### src/rtl/preadd_pkg.sv
// Package: shared widths and mode-word bit positions of the pre-adder input stage.
// Assumes: operand widths are at most 27 bits for B and at least 27 bits for A.
package preadd_pkg;
    localparam int unsigned PRE_W   = 27;  // pre-adder operand width
    localparam int unsigned MODE_W  = 5;   // runtime mode word width
    localparam int unsigned MB_A1   = 0;   // A tap: 1 = first register
    localparam int unsigned MB_SUB  = 3;   // 1 = subtract
    localparam int unsigned MB_B1   = 4;   // B tap: 1 = first register

    typedef enum logic {
        PRE_ADD = 1'b0,
        PRE_SUB = 1'b1
    } pre_op_e;
endpackage

### src/rtl/opnd_pipe.sv
// Module: operand input pipeline of depth 0, 1 or 2 with a runtime tap choice.
// Assumes: DEPTH is 0, 1 or 2; reset is synchronous, active low, over the enables.
module opnd_pipe #(
    parameter int W     = 34,
    parameter int DEPTH = 2
) (
    input  logic         clk,
    input  logic         rst_n,
    input  logic         ce1,
    input  logic         ce2,
    input  logic         use_first,
    input  logic [W-1:0] src,
    output logic [W-1:0] casc,
    output logic [W-1:0] tap
);
    generate
        if (DEPTH == 2) begin : g_two
            logic [W-1:0] st1;
            logic [W-1:0] st2;

            // First stage: capture the operand source.
            always_ff @(posedge clk) begin
                if (!rst_n)   st1 <= '0;
                else if (ce1) st1 <= src;
            end

            // Second stage: capture the first stage.
            always_ff @(posedge clk) begin
                if (!rst_n)   st2 <= '0;
                else if (ce2) st2 <= st1;
            end

            assign tap  = use_first ? st1 : st2;
            assign casc = st2;
        end else if (DEPTH == 1) begin : g_one
            logic [W-1:0] st2;
            logic         unused_ce1;
            assign unused_ce1 = ce1;

            // Single stage: capture the operand source.
            always_ff @(posedge clk) begin
                if (!rst_n)   st2 <= '0;
                else if (ce2) st2 <= src;
            end

            assign tap  = use_first ? src : st2;
            assign casc = st2;
        end else begin : g_none
            logic [4:0] unused_ctl;
            assign unused_ctl = {clk, rst_n, ce1, ce2, use_first};
            assign tap  = src;
            assign casc = src;
        end
    endgenerate
endmodule

### src/rtl/mode_reg.sv
// Module: optional register for the runtime mode word.
// Assumes: EN is 0 (mode used directly) or 1 (registered, one cycle of latency).
module mode_reg #(
    parameter int W  = 5,
    parameter int EN = 1
) (
    input  logic         clk,
    input  logic         rst_n,
    input  logic         ce,
    input  logic [W-1:0] mode_in,
    output logic [W-1:0] mode_q
);
    generate
        if (EN != 0) begin : g_reg
            logic [W-1:0] q;

            // Hold the mode word under its own enable and reset.
            always_ff @(posedge clk) begin
                if (!rst_n)  q <= '0;
                else if (ce) q <= mode_in;
            end

            assign mode_q = q;
        end else begin : g_wire
            logic [2:0] unused_ctl;
            assign unused_ctl = {clk, rst_n, ce};
            assign mode_q = mode_in;
        end
    endgenerate
endmodule

### src/rtl/preadder.sv
// Module: signed add/subtract of two W-bit operands giving W+1 bits, optional output register.
// Assumes: both operands are two's complement; REG is 0 or 1.
module preadder #(
    parameter int W   = 27,
    parameter int REG = 1
) (
    input  logic                 clk,
    input  logic                 rst_n,
    input  logic                 ce,
    input  preadd_pkg::pre_op_e  op,
    input  logic [W-1:0]         d,
    input  logic [W-1:0]         x,
    output logic [W:0]           ad
);
    localparam int RW = W + 1;

    logic signed [RW-1:0] d_ext;
    logic signed [RW-1:0] x_ext;
    logic        [RW-1:0] sum;

    // Widen both operands by one sign bit so the result cannot overflow.
    always_comb begin
        d_ext = RW'($signed(d));
        x_ext = RW'($signed(x));
        if (op == preadd_pkg::PRE_SUB) sum = d_ext - x_ext;
        else                           sum = d_ext + x_ext;
    end

    generate
        if (REG != 0) begin : g_reg
            logic [RW-1:0] q;

            // Result pipeline register with dedicated enable and reset.
            always_ff @(posedge clk) begin
                if (!rst_n)  q <= '0;
                else if (ce) q <= sum;
            end

            assign ad = q;
        end else begin : g_wire
            logic [2:0] unused_ctl;
            assign unused_ctl = {clk, rst_n, ce};
            assign ad = sum;
        end
    endgenerate
endmodule

### src/rtl/preadd_input_stage.sv
// Module: input stage of a multiply-accumulate slice: A/B source muxes, A/B
// input pipelines, mode register and pre-adder with optional result register.
// Assumes: A_W >= PRE_W, B_W <= PRE_W, depths 0..2, all resets synchronous active low.
module preadd_input_stage #(
    parameter int A_W         = 34,
    parameter int B_W         = 24,
    parameter int D_W         = preadd_pkg::PRE_W,
    parameter int A_DEPTH     = 2,
    parameter int B_DEPTH     = 2,
    parameter int A_FROM_CASC = 0,
    parameter int B_FROM_CASC = 1,
    parameter int PRE_USE_B   = 0,
    parameter int MODE_REG    = 1,
    parameter int AD_REG      = 1
) (
    input  logic                          clk,
    input  logic [D_W-1:0]                d_in,
    input  logic [A_W-1:0]                a_in,
    input  logic [A_W-1:0]                a_casc_in,
    input  logic [B_W-1:0]                b_in,
    input  logic [B_W-1:0]                b_casc_in,
    input  logic [preadd_pkg::MODE_W-1:0] mode_in,
    input  logic                          ce_a1,
    input  logic                          ce_a2,
    input  logic                          ce_b1,
    input  logic                          ce_b2,
    input  logic                          ce_mode,
    input  logic                          ce_ad,
    input  logic                          rst_a_n,
    input  logic                          rst_b_n,
    input  logic                          rst_mode_n,
    input  logic                          rst_ad_n,
    output logic [A_W-1:0]                a_casc_out,
    output logic [B_W-1:0]                b_casc_out,
    output logic [A_W-1:0]                a_mult_out,
    output logic [B_W-1:0]                b_mult_out,
    output logic [D_W:0]                  ad_out
);
    import preadd_pkg::*;

    logic [MODE_W-1:0] mode_q;
    logic [A_W-1:0]    a_src;
    logic [B_W-1:0]    b_src;
    logic [A_W-1:0]    a_tap;
    logic [B_W-1:0]    b_tap;
    logic [D_W-1:0]    pre_x;
    pre_op_e           pre_sub;
    logic [1:0]        unused_mode;

    assign unused_mode = mode_q[2:1];

    // Static choice between direct and cascaded operand sources.
    assign a_src = (A_FROM_CASC != 0) ? a_casc_in : a_in;
    assign b_src = (B_FROM_CASC != 0) ? b_casc_in : b_in;

    mode_reg #(.W(MODE_W), .EN(MODE_REG)) u_mode (
        .clk     (clk),
        .rst_n   (rst_mode_n),
        .ce      (ce_mode),
        .mode_in (mode_in),
        .mode_q  (mode_q)
    );

    opnd_pipe #(.W(A_W), .DEPTH(A_DEPTH)) u_a_pipe (
        .clk       (clk),
        .rst_n     (rst_a_n),
        .ce1       (ce_a1),
        .ce2       (ce_a2),
        .use_first (mode_q[MB_A1]),
        .src       (a_src),
        .casc      (a_casc_out),
        .tap       (a_tap)
    );

    opnd_pipe #(.W(B_W), .DEPTH(B_DEPTH)) u_b_pipe (
        .clk       (clk),
        .rst_n     (rst_b_n),
        .ce1       (ce_b1),
        .ce2       (ce_b2),
        .use_first (mode_q[MB_B1]),
        .src       (b_src),
        .casc      (b_casc_out),
        .tap       (b_tap)
    );

    // Pick the pre-adder operand: low A bits or sign-extended B.
    generate
        if (PRE_USE_B != 0) begin : g_pre_b
            assign pre_x = D_W'($signed(b_tap));
        end else begin : g_pre_a
            assign pre_x = a_tap[D_W-1:0];
        end
    endgenerate

    assign pre_sub = mode_q[MB_SUB] ? PRE_SUB : PRE_ADD;

    preadder #(.W(D_W), .REG(AD_REG)) u_pre (
        .clk   (clk),
        .rst_n (rst_ad_n),
        .ce    (ce_ad),
        .op    (pre_sub),
        .d     (d_in),
        .x     (pre_x),
        .ad    (ad_out)
    );

    assign a_mult_out = a_tap;
    assign b_mult_out = b_tap;
endmodule

### config.mk
export PLATFORM = sky130hd
export DESIGN_NAME = preadd_input_stage
export DESIGN_NICKNAME = d
export VERILOG_FILES = /design/src/rtl/preadd_pkg.sv /design/src/rtl/opnd_pipe.sv /design/src/rtl/mode_reg.sv /design/src/rtl/preadder.sv /design/src/rtl/preadd_input_stage.sv
export SDC_FILE = /design/constraint.sdc
export NUM_CORES = 1
export LEC_CHECK = 0
export ABC_AREA = 1
export CORE_ASPECT_RATIO = 2
export CORE_MARGIN = 2
export CORE_UTILIZATION = 45
export CTS_CLUSTER_SIZE = 10
export DETAILED_ROUTE_END_ITERATION = 10
export PLACE_DENSITY = 0.79
export SLEW_MARGIN = 20
export SYNTH_ARGS = -nofsm -noshare
export SYNTH_HDL_FRONTEND = slang
export SYNTH_HIERARCHICAL = 1
export SYNTH_SLANG_ARGS = --single-unit
### constraint.sdc
create_clock -name clk -period 3.6 [get_ports clk]
set_input_delay 0.72 -clock clk [delete_from_list [all_inputs] [get_ports clk]]
set_output_delay 0.72 -clock clk [all_outputs]
set_load 0.02 [all_outputs]
==> results of run 1 <==
[through the flow]
| step | TNS, ns | area [um2] |
|---|---|---|
| global placement | -0.4528 | 12130 |
| detailed placement | -0.6972 | 12130 |
| finish | 0 | 12970 |
| global route | -0.07373 | 12970 |
| CTS | 0 | 12760 |
| floorplan | 0 | 9198 |
[layout make-up]
class | count | area, um2
clock buffers | 17 | 425.4
repair buffers | 327 | 3078
fillers | 1830 | 7302
clock inverters | 15 | 191.4
multi-input cells | 1069 | 5114
well taps | 266 | 332.8
flip-flops and latches | 147 | 2947
inverters | 236 | 887.1
[worst max-delay path, stage by stage, from the launching register on]
cell and delay, ns:
dfxtp_4 0.39, buf_8 0.16, nor2_1 0.08, a21oi_1 0.04
buf_4 0.14, buf_4 0.14, nor2_2 0.12, nand2_2 0.08
nor2_2 0.10, nand3_2 0.09, nand2_4 0.09, o21ai_0 0.11
xor2_1 0.17, ha_1 0.35, nand2_1 0.08, nand2_1 0.15
a21oi_1 0.29, buf_4 0.17, o21bai_1 0.08, nand2_1 0.13
nand3_1 0.09, nand2_1 0.07, nand3_1 0.11, nand2_1 0.09
inv_1 0.03
[power breakdown]
part | internal (mW) | leakage (nW) | switching [mW]
registers | 1.76 | 1.22 | 0.0833
clock network | 1.06 | 0.303 | 0.793
logic | 1.00 | 5.03 | 1.35
[sequential cells by signal (all words and copies together) (netlist names)]
name,flops
u_a_pipe/casc,34
u_a_pipe/g_two.st1,34
u_pre/ad,28
u_b_pipe/casc,24
u_b_pipe/g_two.st1,24
u_mode/mode_q,3
[worst paths after layout]
check	endpoint	startpoint	cells after the start
hold reg to reg	u_b_pipe/g_two.st1[3]	u_b_pipe/g_two.st1[3]	2
setup / recovery	u_pre/ad[23]	u_mode/mode_q[0]	24
hold / removal	u_b_pipe/g_two.st1[3]	u_b_pipe/g_two.st1[3]	2
setup reg to reg	u_pre/ad[23]	u_mode/mode_q[0]	24
[per-layer routing]
layer / track usage / routed length (um)
met1: 0.2345 / 10030
met2: 0.5392 / 16310
met3: 0.06023 / 1543
met4: 0.1700 / 1802
met5: 0 / 0
[timing repair]
item	4_1_cts	5_1_grt
setup endpoints to repair	10	13
gates resized for setup	2	44
pin swaps	0	17
buffers inserted	0	6
==> impl_metrics.csv, run 1 <==
group,metric,value,unit
outcome,status,"finished, final reports clean",
cells_and_area,final_cell_mix,"nor2_1 (390), nand2_1 (369), clkdlybuf4s50_1 (239)",
worst_setup_path,critPathLaunchType,"flop",
floorplanning,floorplan.initialDensity,0.4536,
drt,ant_nets,0,
cells_and_area,final_core_util,0.6399,
global_route,gr-total-overflow,0,
floorplanning,coreArea,20280,um2
drt,vias,9749,
logic_synthesis,syn-cell-area,9198,um2
place,place_congestion,1.015,
hold_path,min-delay-path-class,"flop to flop",
floorplanning,ios,303,
logic_synthesis,syn_nets,1702,
place,dp_slack,-0.1445,ns
timing,fin_skew,0.008872,ns
timing,holdWs,0.4711,ns
place,placed_cells,2039,
place,port_buffers,242,
clock_tree,cts_root_buf,"clkbuf_16",
worst_setup_path,critical_path_class,"flop to flop",
clock_tree,hold_buffers,0,
clock_tree,cts_tree,"done",
timing,worst_pin_slew,0.7549,ns
logic_synthesis,syn_inst,1514,
worst_setup_path,cp-end-kind,"flop",
power,finalPower,6.058,mW
global_route,grt_pass1_vias,9330,
timing,fin_crit,3.461,ns
floorplanning,dieHeight,206.2,um
clock_tree,clockBufferDepth,2,
clock_tree,cts-buffers-inserted,17,
cells_and_area,fin_cells,2077,
flow_run,max_cap_violations,0,
drt,drt-vias-per-instance,4.694,
timing,clock.fmax,288.9,MHz
worst_setup_path,worstPathArrival,3.79,ns
timing,fin_crit_sh,0.9615,
logic_synthesis,avgSynthCellArea,6.075,um2
timing,rsz0062_at_grt,"true",
timing,max-slew-margin-rel,0.4962,
cells_and_area,final_common_cell,"nor2_1",
drt,drt_iter0_markers,434,
drt,totalWireLength,29.68,mm
clock_tree,cts_num_sinks,147,
global_route,grt_max_degree,69,
clock_tree,clk_pin_slew,0.07,ns
power,peakVddDrop,0.3670,mV
drt,drc,0,
place,dp_hpwl,23.45,mm
power,p_leak,6.552,nW
floorplanning,die_w,105.1,um
worst_setup_path,path_max_fanout,13,
global_route,grt_usage,0.2694,
cells_and_area,antenna_cells,0,
worst_setup_path,rrSetupSlack,0.14,ns
drt,routedWlPerCell,14.29,um
clock_tree,insertion_delay,0.42,ns
global_route,antenna_found_initial,0,
clock_tree,cts.htree.levels,4,
timing,setup_ws,0.1385,ns
cells_and_area,syn_to_final_growth,41.07,%
timing,slew_viol_final,0,
floorplanning,die_area,21670,um2
power,power.density,466.9,nW/um2
floorplanning,rows,74,
cells_and_area,drive_above_1_share,0.1137,
worst_setup_path,required,3.93,ns
drt,drt_first_pass_iters,5,
cells_and_area,fin_nets,1986,
global_route,grt_pass1_wl,45.60,mm
timing,setup_viol,0,
timing,hold_violations,0,
logic_synthesis,ys_warn_count,6,
Note: power is estimated with default switching activity, not from simulation.
==> inputs of run 2 (changes only) <==
Settings changed: SKIP_CTS_REPAIR_TIMING set to 1.
==> run 2 against run 1 <==
Effect of this change: largest cell class unchanged; flip-flop and latch count is the same; largest power group unchanged; global-route usage barely moved; final cell count did not move; combinational power barely moved; highest routed layer unchanged; critical path type unchanged; critical endpoint unchanged; worst hold slack worse by 0.0014 ns.
==> impl_metrics.csv, run 2 (synthesis results as in run 1) <==
group,metric,value,unit
clock_tree,cts-buffers-inserted,17,
place,place_congestion,1.015,
cells_and_area,fin_nets,1986,
drt,dr_wl_met3,1.557,mm
power,p_int,3.827,mW
drt,routedWlPerCell,14.34,um
timing,setup_ws,0.1227,ns
cells_and_area,syn_to_final_growth,41.07,%
floorplanning,floorplan.initialDensity,0.4536,
clock_tree,cts_num_sinks,147,
power,comb_power_share,0.390,
power,peakVddDrop,0.3669,mV
drt,drt_iter0_markers,448,
floorplanning,ios,303,
floorplanning,dieHeight,206.2,um
clock_tree,clockBufferDepth,2,
timing,clock.fmax,287.6,MHz
worst_setup_path,rrSetupSlack,0.12,ns
worst_setup_path,critPathLaunchType,"flop",
drt,m1WireLength,10.12,mm
hold_path,min-delay-path-class,"flop to flop",
place,port_buffers,242,
global_route,grt_pass1_vias,9342,
floorplanning,die_w,105.1,um
cells_and_area,final_common_cell,"nor2_1",
place,dp_slack,-0.1445,ns
global_route,grt_usage,0.2696,
cells_and_area,final_core_util,0.6399,
global_route,gr-total-overflow,0,
worst_setup_path,critPathTopFamily,"simple AND/OR/NAND/NOR gates",
worst_setup_path,crit_buf_inv,3,
floorplanning,coreArea,20280,um2
timing,max-slew-margin-rel,0.4946,
clock_tree,cts_root_buf,"clkbuf_16",
timing,fin_crit,3.477,ns
clock_tree,cts_tree,"done",
drt,ant_nets,0,
power,power.switching,2.234,mW
cells_and_area,drive_above_1_share,0.1137,
timing,worst_pin_slew,0.7573,ns
timing,fin_crit_sh,0.9659,
drt,maxUsedRoutingLayer,"met4",
worst_setup_path,slowest_stage,"dfxtp_4",
global_route,grt_pass1_wl,45.63,mm
worst_setup_path,worstPathArrival,3.80,ns
clock_tree,cts.htree.levels,4,
timing,rsz0062_at_grt,"true",
drt,drc,0,
drt,met2RoutedLength,16.29,mm
worst_setup_path,required,3.93,ns
floorplanning,die_area,21670,um2
flow_run,max_cap_violations,0,
drt,vias,9772,
global_route,antenna_found_initial,0,
outcome,status,"finished, final reports clean",
worst_setup_path,cp_cell_sequence,"buf_8 -> nor2_1 -> a21oi_1 -> nor2_1 -> nand3_1 -> nor2_2 -> nand2_2 -> nor3_4 -> nand2_1 -> nand2_1 -> xor2_1 -> ha_2 -> nand2_2 -> inv_1 -> nand3_2 -> nor3_2 -> nand3_1 -> nand4_1 -> nand3_1 -> nand2_1 -> inv_1",
worst_setup_path,path_max_fanout,13,
power,pwr-share-clk,0.305,
timing,slew_viol_final,0,
power,sequentialPowerShare,0.305,
drt,totalWireLength,29.79,mm
clock_tree,insertion_delay,0.42,ns
timing,hold_violations,0,
timing,fin_skew,0.009126,ns
drt,drt_first_pass_iters,5,
floorplanning,rows,74,
drt,drt-vias-per-instance,4.705,
worst_setup_path,cpPeakStageDelay,0.39,ns
timing,setup_viol,0,
power,switching_share,0.3686,
power,finalPower,6.060,mW
worst_setup_path,cp-end-kind,"flop",
cells_and_area,antenna_cells,0,
timing,holdWs,0.4697,ns
worst_setup_path,critical_path_class,"flop to flop",
clock_tree,clk_pin_slew,0.07,ns
power,power.density,467.1,nW/um2
place,dp_hpwl,23.45,mm
cells_and_area,final_cell_mix,"nor2_1 (390), nand2_1 (369), clkdlybuf4s50_1 (239)",
power,p_leak,6.552,nW
global_route,grt_max_degree,69,
run 2: worst reg2reg max path: cells and delay by family (launching register included):
family	cells	cell delay (ns)
compound gates	1	0.07
xor+xnor	1	0.09
fa+ha+maj	1	0.38
buf+inv	3	0.28
flops	1	0.39
simple gates	15	2.17
run 2: metrics by stage:
stage               cells  setup TNS (ns)  instance area [um2]
floorplan            1514               0                 9198
global placement     2039         -0.4528                12130
detailed placement   2039         -0.6972                12130
CTS                  2071         -0.8746                12750
global route         2077        -0.07639                12970
finish               2077               0                12970
run 2: final timing paths:
path                           end             startpoint  cells after the start
min          u_b_pipe/g_two.st1[3]  u_b_pipe/g_two.st1[3]                      2
max reg2reg           u_pre/ad[23]       u_mode/mode_q[0]                     21
max                   u_pre/ad[23]       u_mode/mode_q[0]                     21
min reg2reg  u_b_pipe/g_two.st1[3]  u_b_pipe/g_two.st1[3]                      2
run 2: final cells by class:
type	instances	area, um2
Timing Repair Buffer	327	3078
Sequential cell	147	2947
Multi-Input combinational cell	1069	5114
Fill cell	1830	7302
Tap cell	266	332.8
Clock buffer	17	425.4
Inverter	236	887.1
Clock inverter	15	191.4
run 2: metal layers:
metal  track usage  vias to the layer above
met5             0                        -
met4        0.1724                        0
met3       0.06023                       81
met2        0.5385                      291
met1        0.2346                     4299
li1              -                     5101
run 2: power groups by stage:
stage | clock network [mW] | registers (mW) | logic, mW
after floorplan | 0 | 1.98 | 1.23
after global placement | 0 | 1.88 | 2.23
after detailed placement | 0 | 1.89 | 2.26
after CTS | 1.89 | 1.85 | 2.27
after global routing | 1.95 | 1.86 | 2.58
final | 1.85 | 1.85 | 2.36
==> inputs of run 3 (changes only) <==
Settings changed: HOLD_SLACK_MARGIN set to 0.08.
==> results of run 3 <==
No change in the layout: final DEF, timing and power equal those of run 2.
